## src/rtl/endstop_pkg.sv

```systemverilog
package endstop_pkg;

    typedef enum logic [1:0] {
        TGT_SLED   = 2'b00,
        TGT_STEP   = 2'b01,
        TGT_TRAY_A = 2'b10,
        TGT_TRAY_B = 2'b11
    } target_e;

    typedef struct packed {
        logic armed;
        logic tgt_chg;
    } arm_state_t;

    function automatic int unsigned end_level(input logic [1:0] sel,
                                              input int unsigned step);
        return step * (int'(sel) + 1);
    endfunction

    function automatic int unsigned lock_level(input logic [2:0] code,
                                               input int unsigned base,
                                               input int unsigned inc,
                                               input int unsigned max);
        int unsigned v;
        v = base + inc * int'(code);
        return (v > max) ? max : v;
    endfunction

    function automatic logic is_tray(input target_e t);
        return (t == TGT_TRAY_A) || (t == TGT_TRAY_B);
    endfunction

endpackage

```

## src/rtl/endstop_level.sv

```systemverilog
module endstop_level
    import endstop_pkg::*;
#(
    parameter int SAMPLE_W  = 10,
    parameter int END_STEP  = 64,
    parameter int LOCK_BASE = 100,
    parameter int LOCK_INC  = 50,
    parameter int LOCK_MAX  = 400
) (
    input  logic                clk,
    input  logic                rst,
    input  target_e             target,
    input  logic [1:0]          end_lvl,
    input  logic [2:0]          lock_lvl,
    output logic [SAMPLE_W-1:0] level
);
    logic [SAMPLE_W-1:0] end_val;
    logic [SAMPLE_W-1:0] lock_val;

    always_comb begin
        end_val  = SAMPLE_W'(end_level(end_lvl, END_STEP));
        lock_val = SAMPLE_W'(lock_level(lock_lvl, LOCK_BASE, LOCK_INC, LOCK_MAX));
        level    = is_tray(target) ? lock_val : end_val;
    end

    // tray level always inside the programmable span
    always_ff @(posedge clk) begin
        if (!rst && is_tray(target)) begin
            a_lock_range_r7: assert (int'(level) >= LOCK_BASE && int'(level) <= LOCK_MAX)
                else $error("tray level out of span");
        end
    end
endmodule

```

## src/rtl/endstop_arm.sv

```systemverilog
module endstop_arm
    import endstop_pkg::*;
(
    input  logic       clk,
    input  logic       rst,
    input  logic       det_en,
    input  target_e    target,
    input  logic       zc_pulse,
    output arm_state_t st
);
    target_e prev_tgt;
    logic    armed_q;
    logic    chg;

    assign chg = (target != prev_tgt);

    always_ff @(posedge clk) begin
        if (rst) begin
            prev_tgt <= TGT_SLED;
            armed_q  <= 1'b0;
        end else begin
            prev_tgt <= target;
            if (!det_en || chg)
                armed_q <= 1'b0;
            else if (zc_pulse)
                armed_q <= 1'b1;
        end
    end

    assign st.armed   = armed_q;
    assign st.tgt_chg = chg;

    p_arm_on_zc_r3: assert property (@(posedge clk) disable iff (rst)
        det_en && !st.tgt_chg && zc_pulse |=> st.armed);

    p_disarm_r8: assert property (@(posedge clk) disable iff (rst)
        (!det_en || st.tgt_chg) |=> !st.armed);
endmodule

```

## src/rtl/endstop_flag.sv

```systemverilog
module endstop_flag
    import endstop_pkg::*;
#(
    parameter int SAMPLE_W = 10
) (
    input  logic                clk,
    input  logic                rst,
    input  logic                det_en,
    input  arm_state_t          st,
    input  logic                bemf_vld,
    input  logic [SAMPLE_W-1:0] bemf_mag,
    input  logic [SAMPLE_W-1:0] level,
    output logic                flag
);
    logic take;
    assign take = st.armed && bemf_vld;

    always_ff @(posedge clk) begin
        if (rst) begin
            flag <= 1'b0;
        end else if (!det_en || st.tgt_chg) begin
            flag <= 1'b0;
        end else if (take) begin
            if (bemf_mag < level)
                flag <= 1'b1;
            else if (bemf_mag > level)
                flag <= 1'b0;
        end
    end

    p_dis_clear_r2: assert property (@(posedge clk) disable iff (rst)
        !det_en |=> !flag);

    p_tgt_clear_r8: assert property (@(posedge clk) disable iff (rst)
        det_en && st.tgt_chg |=> !flag);

    p_set_below_r4: assert property (@(posedge clk) disable iff (rst)
        det_en && !st.tgt_chg && st.armed && bemf_vld && (bemf_mag < level) |=> flag);

    p_clr_above_r5: assert property (@(posedge clk) disable iff (rst)
        det_en && !st.tgt_chg && st.armed && bemf_vld && (bemf_mag > level) |=> !flag);

    p_hold_unarmed_r3: assert property (@(posedge clk) disable iff (rst)
        det_en && !st.tgt_chg && !st.armed |=> $stable(flag));
endmodule

```

## src/rtl/endstop_detect.sv

```systemverilog
module endstop_detect
    import endstop_pkg::*;
#(
    parameter int SAMPLE_W  = 10,
    parameter int END_STEP  = 64,
    parameter int LOCK_BASE = 100,
    parameter int LOCK_INC  = 50,
    parameter int LOCK_MAX  = 400
) (
    input  logic                clk,
    input  logic                rst,
    input  logic                det_en,
    input  logic [1:0]          target,
    input  logic [1:0]          end_lvl,
    input  logic [2:0]          lock_lvl,
    input  logic [SAMPLE_W-1:0] bemf_mag,
    input  logic                bemf_vld,
    input  logic                zc_pulse,
    output logic                stall_flag
);
    target_e             tgt;
    arm_state_t          st;
    logic [SAMPLE_W-1:0] level;

    assign tgt = target_e'(target);

    endstop_level #(
        .SAMPLE_W (SAMPLE_W),
        .END_STEP (END_STEP),
        .LOCK_BASE(LOCK_BASE),
        .LOCK_INC (LOCK_INC),
        .LOCK_MAX (LOCK_MAX)
    ) u_level (
        .clk     (clk),
        .rst     (rst),
        .target  (tgt),
        .end_lvl (end_lvl),
        .lock_lvl(lock_lvl),
        .level   (level)
    );

    endstop_arm u_arm (
        .clk     (clk),
        .rst     (rst),
        .det_en  (det_en),
        .target  (tgt),
        .zc_pulse(zc_pulse),
        .st      (st)
    );

    endstop_flag #(
        .SAMPLE_W(SAMPLE_W)
    ) u_flag (
        .clk     (clk),
        .rst     (rst),
        .det_en  (det_en),
        .st      (st),
        .bemf_vld(bemf_vld),
        .bemf_mag(bemf_mag),
        .level   (level),
        .flag    (stall_flag)
    );

    p_reset_r1: assert property (@(posedge clk) rst |=> !stall_flag);
endmodule

```

## config.mk

```make
export PLATFORM = sky130hd
export DESIGN_NAME = endstop_detect
export DESIGN_NICKNAME = d
export VERILOG_FILES = /design/src/rtl/endstop_pkg.sv /design/src/rtl/endstop_level.sv /design/src/rtl/endstop_arm.sv /design/src/rtl/endstop_flag.sv /design/src/rtl/endstop_detect.sv
export SDC_FILE = /design/constraint.sdc
export NUM_CORES = 1
export LEC_CHECK = 0
export ABC_CLOCK_PERIOD_IN_PS = 4100
export BUFFER_PORTS_ARGS = -buffer_cell sky130_fd_sc_hd__buf_2
export CORE_MARGIN = 1
export CORE_UTILIZATION = 45
export DETAILED_ROUTE_END_ITERATION = 8
export PLACE_DENSITY = 0.72
export SETUP_SLACK_MARGIN = 0.5
export SLEW_MARGIN = 0
export SYNTH_ARGS = -nofsm -noshare
export SYNTH_HDL_FRONTEND = slang
export SYNTH_SLANG_ARGS = --single-unit
```

## constraint.sdc

```tcl
create_clock -name clk -period 4.1 [get_ports clk]
set_clock_uncertainty 0.2 [all_clocks]
set_input_delay 0.41 -clock clk [delete_from_list [all_inputs] [get_ports clk]]
set_output_delay 0.41 -clock clk [all_outputs]
set_load 0.02 [all_outputs]
```

# Yosys cells after proc, flatten, opt, wreduce, memory -nomap -nowiden
# Index checks and enable logic that the tools add are counted.
word_totals:
  regBits: 4
  inputBits: 22
  out_inout_bits: 1
op_classes:
  multipliers: 1
  muxes: 4
  n_eq_ne: 3
  n_lt_le_gt_ge: 3
  n_reduce_logical: 7
  add_sub_neg: 2
op_table:
  columns: ["operator", "n"]
  rows:
  - ["32-bit by 9-bit greater-than comparator with 1-bit output (second input constant)", 1]
  - ["10-bit two-way mux", 2]
  - ["7-bit by 9-bit adder with 10-bit output (first input constant)", 1]
  - ["10-bit greater-than comparator", 1]
  - ["10-bit less-than comparator", 1]
  - ["5-bit by 3-bit multiplier with 8-bit output (first input constant)", 1]
  - ["2-bit equality test (second input constant)", 2]
  - ["2-bit by 1-bit adder with 3-bit output (second input constant)", 1]
  - ["1-bit logical OR", 2]
  - ["1-bit two-way mux", 2]
  - ["2-bit inequality test", 1]
  - ["2-bit AND reduction", 1]
  - ["2-bit nonzero test", 1]
  - ["2-bit OR reduction", 1]
  - ["1-bit logical AND", 1]
  - ["1-bit logical NOT", 1]

# Logic depth before layout (Yosys ltp)
# Gate-level depths: netlist of the first run.
logic_depth:
  ltp_word: 8
  mapped_depth: 16
  depth_no_buf: 16

# By module
# Synthesis of the first run repeated with hierarchy kept, for this count alone.
unflattened:
  cells_unflattened: 108
  area_unflattened_um2: 823.3
modules_own_cells:
  columns: ["mod", "seq_area_each_um2", "n_inst", "cells_per_inst", "area_per_inst_um2"]
  rows:
  - ["endstop_level", 0.0, 1, 56, 397.9]
  - ["endstop_flag", 20.0, 1, 40, 299.0]
  - ["endstop_arm", 60.1, 1, 12, 126.4]

# Worst setup path before layout of the first run
# OpenSTA, ideal clock, no wires.
synth_timing:
  path_type: "input to register"
  from: "in lock_lvl[1]"
  to: "reg u_flag.flag"
  path_buffers: 1
  cell_stages: 15
  path_slack_ns: 1.056
  t_required_ns: 3.831
  arrival_ns: 2.775
  cell_sequence: "inv_1 > ha_1 > inv_1 > ha_1 > ha_1 > buf_2 > a211oi_1 > a31oi_1 > a21oi_1 > or3_1 > ha_1 > a21o_1 > a21oi_1 > o21ai_1 > o21ai_1"
synth_via:
  elab_chain_len: 8
synth_lines:
  columns: ["element", "line_no", "text"]
  rows:
  - ["start, declared", "endstop_detect.sv:15", "input logic [2:0] lock_lvl,"]
  - ["5-bit by 3-bit multiplier with 8-bit output *", "endstop_pkg.sv:25", "v = base + inc * int'(code);"]
  - ["7-bit by 9-bit adder with 10-bit output *", "endstop_pkg.sv:25", null]
  - ["32-bit by 9-bit greater-than comparator with 1-bit output", "endstop_pkg.sv:26", "return (v > max) ? max : v;"]
  - ["10-bit two-way mux *", "endstop_pkg.sv:26", null]
  - ["10-bit two-way mux *", "endstop_level.sv:23", "level = is_tray(target) ? lock_val : end_val;"]
  - ["10-bit greater-than comparator / 10-bit less-than comparator (equally long branches)", "endstop_flag.sv:26, endstop_flag.sv:24", null]
  - ["2-bit nonzero test (no source line)", null, null]
  - ["2-bit AND reduction (no source line)", null, null]
  - ["end signal, assigned", "endstop_flag.sv:22", "flag <= 1'b0;"]
  - ["end signal, assigned", "endstop_flag.sv:25", "flag <= 1'b1;"]
  - ["end signal, assigned", "endstop_flag.sv:27", "flag <= 1'b0;"]
  - ["end, declared", "endstop_flag.sv:13", "output logic flag"]
# Mark *: on every way between the ends. The rest lies on a longest branch, timed or not.
# A chain may end at the register's enable or synchronous reset.

# Final worst setup path of the first run
# Same ends and word-level chain as after synthesis.

==> flow_summary.yaml, run 1 <==
run_status:
  status: "finished clean"
setup_path:
  slowest_delay_ns: 0.39
  start_kind: "primary input"
  cp-end-kind: "flop"
  crit_required_ns: 4.07
  path_cells: "buf_2 > inv_1 > ha_1 > inv_1 > ha_1 > nand2b_1 > nand2b_1 > a21oi_1 > o21ai_1 > nand2b_1 > ha_1 > nand2_1 > or3_1 > nor2_1 > o211ai_1 > o21ai_1"
  startpoint: "lock_lvl[1]"
  cpMaxStageDelayCell: "or3_1"
  critPathMaxFanout: 8
  critPathKind: "in -> reg"
  cp.arrival_ns: 3.20
  r2r-start: "u_arm.prev_tgt[0]$_SDFF_PP0_"
floorplan:
  die_area_sq_um: 1770
  die_w_um: 42.1
  initial_core_util_pct: 48.1
  rows: 14
  die_height_um: 42.1
  coreArea_sq_um: 1510
  ioPinCount: 23
place:
  place.gp.congestion: 0.861
  place_area_sq_um: 835
  post-dp-hpwl_mm: 1.28
  io_buffers: 22
logic_synthesis:
  ys_seq_elements: 4
  synth_fp_nets: 132
  synth_area_per_cell_sq_um: 7.79
  synth_top_area_cell: "ha_1"
  ys_types: 32
  ys_seq_area_share_pct: 11.1
  synth_area_leaders: "ha_1, dfxtp_1, a21oi_1, o21ai_1, nand2_1"
  synthCells: 93
  yosys_warnings: 0
  yosysTopAreaCellShare_pct: 29.4
  synthesis.area_sq_um: 724
cts:
  clk_latency_ns: 0.24
  cts_sinks: 4
  cts_buffer_depth: 2
  cts_buffers: 3
  cts_setup_buffers: 0
  cts_tree: "yes"
  cts-htree-levels: 1
  root_buffer: "clkbuf_4"
  postCtsHoldBufs: 0
  path_clk_slew_ns: 0.04
  cts_resized: 0
cells_and_area:
  fill_cells: 157
  stdcell_area_sq_um: 857
  final_net_count: 156
  layout_commonest_cell: "buf_2"
  antenna_cells: 0
  area_growth_pct: 18.3
  multi_input_area_sq_um: 606
  final_layout_size_suffix_gt1_share_pct: 23.5
  layout_common_cells: "buf_2, ha_1, nand2_1, a21oi_1, o21ai_1"
  ff_latch_area_sq_um: 80.1
grt:
  grt_max_degree: 11
  grt_pass1_wl_mm: 2.64
  antenna_found_initial: 0
  gr-total-overflow: 0
  grtUsageTotal_pct: 18.5
  grt_pass1_vias: 706
pwr:
  total_power_mw: 0.179
  power_leakage_nw: 0.417
  vdd_drop_max_uv: 92.8
  p_per_area_nw_per_um2: 209
sta:
  min_period_ns: 3.23
  tns_ns: 0
  hold_violations: 0
  finalCritPeriodShare_pct: 78.8
  setup_viol: 0
  slew_violations: 0
  fmax_ghz: 0.309
  rsz0062_at_grt: "no"
detailed_routing:
  dr.first_iter.drc_count: 17
  dr.pass1.iters: 4
  routed_wl_mm: 1.49
  ant_nets: 0
  routedWlPerCell_um: 11.3
  drc_errors: 0
  vias: 748
  detail_route.vias_per_cell: 5.71
flow_run:
  cap_violations: 0
hold_path:
  hp-start: "zc_pulse"
  hold_class: "in -> reg"
## cell usage after synthesis
| cell type | count |
|---|---|
| or3_1 | 4 |
| o22a_1 | 1 |
| a21oi_1 | 8 |
| ha_1 | 17 |
| nand4b_1 | 1 |
| clkbuf_1 | 1 |
| inv_1 | 5 |
| nor2b_1 | 2 |
| conb_1 | 1 |
| xor2_1 | 3 |
| o21ai_1 | 6 |
| a41oi_1 | 2 |
| nor2_1 | 4 |
| mux2i_1 | 1 |
| and3_1 | 1 |
| nor4b_2 | 1 |
| dfxtp_1 | 4 |
| a22o_2 | 1 |
| nand2b_1 | 4 |
| a31oi_1 | 3 |
| a211oi_1 | 3 |
| o211ai_1 | 1 |
| nand3_1 | 2 |
| a311oi_1 | 1 |
| buf_6 | 1 |
| o21ai_0 | 1 |
| xnor2_1 | 1 |
| a21o_1 | 1 |
| nand2_1 | 8 |
| nor3_1 | 1 |
| o21a_1 | 2 |
| buf_2 | 1 |
## routing by layer
| metal | GRT usage [%] | vias to the layer above | part of all wire [%] |
|---|---|---|---|
| li1 | - | 389 | - |
| met1 | 23.4 | 335 | 46 |
| met2 | 30.9 | 24 | 49 |
| met3 | 5.60 | 0 | 5.0 |
| met4 | 4.38 | 0 | 0 |
| met5 | 0 | - | 0 |
## layout make-up
cell class                      count  area share, %
Timing Repair Buffer               22           12.8
Tap cell                           16           2.34
Sequential cell                     4           9.34
Clock buffer                        3           2.63
Inverter                            5           2.19
Multi-Input combinational cell     81           70.7
## through the flow
| stage | hold slack (ns) | setup slack (ns) | std cells | utilization, % |
|---|---|---|---|---|
| floorplan | 0.240 | 1.06 | 93 | - |
| global placement | 0.248 | 0.686 | 128 | 55.4 |
| CTS | 0.166 | 0.881 | 131 | 56.9 |
| finish | 0.170 | 0.869 | 131 | 56.9 |
| detailed placement | 0.252 | 0.639 | 128 | 55.4 |
| global route | 0.177 | 0.624 | 131 | 56.9 |
## worst max-delay path, delay by kind of cell
family,cells,cell delay (ns)
AO/OA/AOI/OAI,4,0.39
adder cells (fa/ha/maj),3,0.96
buffers and inverters,3,0.27
AND/OR/NAND/NOR,6,1.16
## power breakdown
part / internal, mW / total, mW / switching (mW) / leakage, nW
clock: 0.0327 / 0.0485 / 0.0158 / 0.0138
combinational: 0.0409 / 0.0893 / 0.0484 / 0.370
sequential: 0.0405 / 0.0410 / 0.000533 / 0.0328
total: 0.114 / 0.179 / 0.0647 / 0.417
## registers in the layout, summed over array words and instances (netlist names)
register,count
u_arm.armed_q,1
u_flag.flag,1
u_arm.prev_tgt,2
## final timing paths
path                           endpoint  slack, ns  depth (start not counted)
min          u_arm.armed_q$_SDFFE_PP0P_       0.17                          2
max reg2reg    u_flag.flag$_SDFFE_PP0P_       2.83                          4
min reg2reg  u_arm.armed_q$_SDFFE_PP0P_       0.26                          1
max            u_flag.flag$_SDFFE_PP0P_       0.87                         16
## cells by family (layout without fill, tap and decap cells)
group | Yosys count | count (layout) | synth area share (%)
compound gates | 30 | 30 | 26.4
simple gates | 28 | 28 | 21.1
fa+ha+maj | 17 | 17 | 29.4
buf+inv | 8 | 30 | 5.35
xor+xnor | 4 | 4 | 4.84
flops | 4 | 4 | 11.1
other cells | 1 | 1 | 0.518
mux | 1 | 1 | 1.38
No activity file was read; power rests on OpenSTA's default activity.
==> run 2: changes to the inputs <==
ABC_AREA = 1   (was unset)
ABC_CLOCK_PERIOD_IN_PS = 2800   (was 4100)
PLACE_DENSITY = 0.74   (was 0.72)
clock period = 2.8 ns   (was 4.1 ns; I/O delays follow)
==> run 2 against run 1 <==
- cell count rose by 24%
- flip-flop and latch count unchanged
- first-iteration DRC count unchanged
- global-route usage grew 2.6 points
- critical path depth increased by 4
- clock power is 57% higher
- critical endpoint unchanged
==> flow_summary.yaml, run 2 <==
floorplan:
  initial_core_util_pct: 49.5
  die_w_um: 43.2
  rows: 14
  die_height_um: 43.2
  ioPinCount: 23
  coreArea_sq_um: 1540
  die_area_sq_um: 1860
cells_and_area:
  antenna_cells: 0
  fill_cells: 135
  final_layout_size_suffix_gt1_share_pct: 41.8
  layout_common_cells: "nand2_1, buf_2, inv_1"
  regMostFlops: "u_arm.prev_tgt"
  layout_commonest_cell: "nand2_1"
  reg_top3: "u_arm.prev_tgt x2, u_arm.armed_q x1, u_flag.flag x1"
  final_net_count: 187
  stdcell_count: 162
  area_growth_pct: 43.8
  largest_reg_flops: 2
sta:
  tns_ns: 0
  finalCritPeriodShare_pct: 88.5
  rsz0062_at_grt: "yes"
  fmax_ghz: 0.404
  setup_slack_ns: 0.322
  hold_ws_ns: 0.0407
  setup_viol: 0
  min_period_ns: 2.48
  hold_violations: 0
  slew_violations: 0
place:
  preCtsSetupSlack_ns: -0.142
  place.gp.congestion: 0.809
  place_inst: 156
  post-dp-hpwl_mm: 1.41
  io_buffers: 22
logic_synthesis:
  ys_seq_elements: 4
  synth_common_cells: "nand2_1, ha_1, inv_1"
  synthArstFlopShare_pct: 0
  synth_area_per_cell_sq_um: 6.75
  synth_xor_area_share_pct: 0
  synth.mux.area_fraction_pct: 0
  synthFlopType: "dfxtp_1"
  synthesis.area_sq_um: 763
  yosys_warnings: 0
  synth_top_area_cell: "ha_1"
  ys_seq_area_share_pct: 10.5
  synth_area_leaders: "ha_1, nand2_1, dfxtp_1, inv_1, a21oi_1"
  synth_fp_nets: 152
  ys_types: 23
  synthCells: 113
  synth.most_common_cell: "nand2_1"
  synth_edf_count: 0
  yosysTopAreaCellShare_pct: 27.9
  synthSimpleGateAreaFrac_pct: 42.6
  yosys.area_share.adder_pct: 27.9
  synth-compound-area-share_pct: 8.69
  synth_top_family_by_area: "simple AND/OR/NAND/NOR gates"
grt:
  grtUsageTotal_pct: 21.1
  grt_pass1_wl_mm: 3.00
  grt_max_degree: 9
  gr-total-overflow: 0
  grt_pass1_vias: 795
  antenna_found_initial: 0
detailed_routing:
  dr.first_iter.drc_count: 17
  drc_errors: 0
  routed_wl_mm: 1.73
  routedWlPerCell_um: 10.7
  dr.pass1.iters: 5
  vias: 817
  detail_route.vias_per_cell: 5.04
  ant_nets: 0
pwr:
  vdd_drop_max_uv: 268
  total_power_mw: 0.339
  power_leakage_nw: 0.581
  p_per_area_nw_per_um2: 309
setup_path:
  cp-end-kind: "flop"
  critPathMaxFanout: 4
  start_kind: "primary input"
  critPathKind: "in -> reg"
  cp.arrival_ns: 2.45
  crit_required_ns: 2.77
cts:
  cts_sinks: 4
  cts_buffers: 3
  cts_buffer_depth: 2
  cts-htree-levels: 1
  clk_latency_ns: 0.24
  cts_tree: "yes"
  root_buffer: "clkbuf_4"
  path_clk_slew_ns: 0.04
flow_run:
  cap_violations: 0
run_status:
  status: "finished clean"
hold_path:
  hold_class: "in -> reg"
run 2: kinds of logic (layout without fill, tap and decap cells):
| kind of cell | after synthesis | after routing |
|---|---|---|
| DFF | 4 | 4 |
| other | 1 | 1 |
| and+or+nand+nor | 59 | 59 |
| adders and majority gates | 17 | 17 |
| AOI/OAI and AO/OA | 12 | 12 |
| buffers and inverters | 20 | 53 |
run 2: worst paths after layout:
kind / from / end / slack, ns / cells past startpoint
worst min-delay path: rst / u_arm.prev_tgt[1]$_SDFF_PP0_ / 0.04 / 2
worst min register to register: u_arm.armed_q$_SDFFE_PP0P_ / u_arm.armed_q$_SDFFE_PP0P_ / 0.28 / 2
worst max register to register: u_arm.prev_tgt[0]$_SDFF_PP0_ / u_flag.flag$_SDFFE_PP0P_ / 1.75 / 4
worst max-delay path: lock_lvl[1] / u_flag.flag$_SDFFE_PP0P_ / 0.32 / 20
run 2: cell type report:
cell class / count / area (sq um) / share of cell area, %
tap: 16 / 20.0 / 1.82
multi-input combinational: 89 / 693 / 63.2
clock buffer: 3 / 22.5 / 2.05
inverter: 20 / 90.1 / 8.21
sequential: 4 / 80.1 / 7.30
timing repair buffer: 30 / 191 / 17.4
run 2: critical path, cell delays in order:
cell and delay (ns):
buf_12 0.10, inv_12 0.03, ha_4 0.25, inv_2 0.05, ha_4 0.15, ha_4 0.22, nand3b_1 0.15, nand2_1 0.08
inv_2 0.05, nand3_4 0.06, nand2_2 0.06, inv_4 0.07, nand2_1 0.05, ha_1 0.27, nand2_1 0.05, inv_1 0.06
nand3b_1 0.10, nor3_2 0.12, o21ai_1 0.09, a21oi_1 0.15
run 2: per-stage QoR:
stage / instance area [sq um] / utilization, %
after global placement: 988 / 64.1
after detailed placement: 988 / 64.1
after CTS: 1080 / 70.0
after global routing: 1100 / 71.2
final: 1100 / 71.2
after floorplan: 821 / -
run 2: layer usage:
metal	vias to the layer above	wire, um	global-route usage [%]
li1	436	-	-
met1	354	741	23.7
met2	25	900	39.7
met3	2	80	5.11
met4	0	5	3.64
met5	-	0	0
run 2: report_power, final:
| part | leakage, nW | switching (mW) | internal, mW |
|---|---|---|---|
| clock | 0.0138 | 0.0281 | 0.0482 |
| combinational | 0.534 | 0.106 | 0.0967 |
| sequential | 0.0328 | 0.000895 | 0.0592 |
run 2: timing repair:
action / CTS / global route
buffers inserted: 3 / 0
gates resized for setup: 10 / 3
setup endpoints to repair: 1 / 1
pin swaps: 10 / 2
gates cloned: 0 / 0
hold buffers: 0 / 0
hold endpoints to repair: 0 / 0
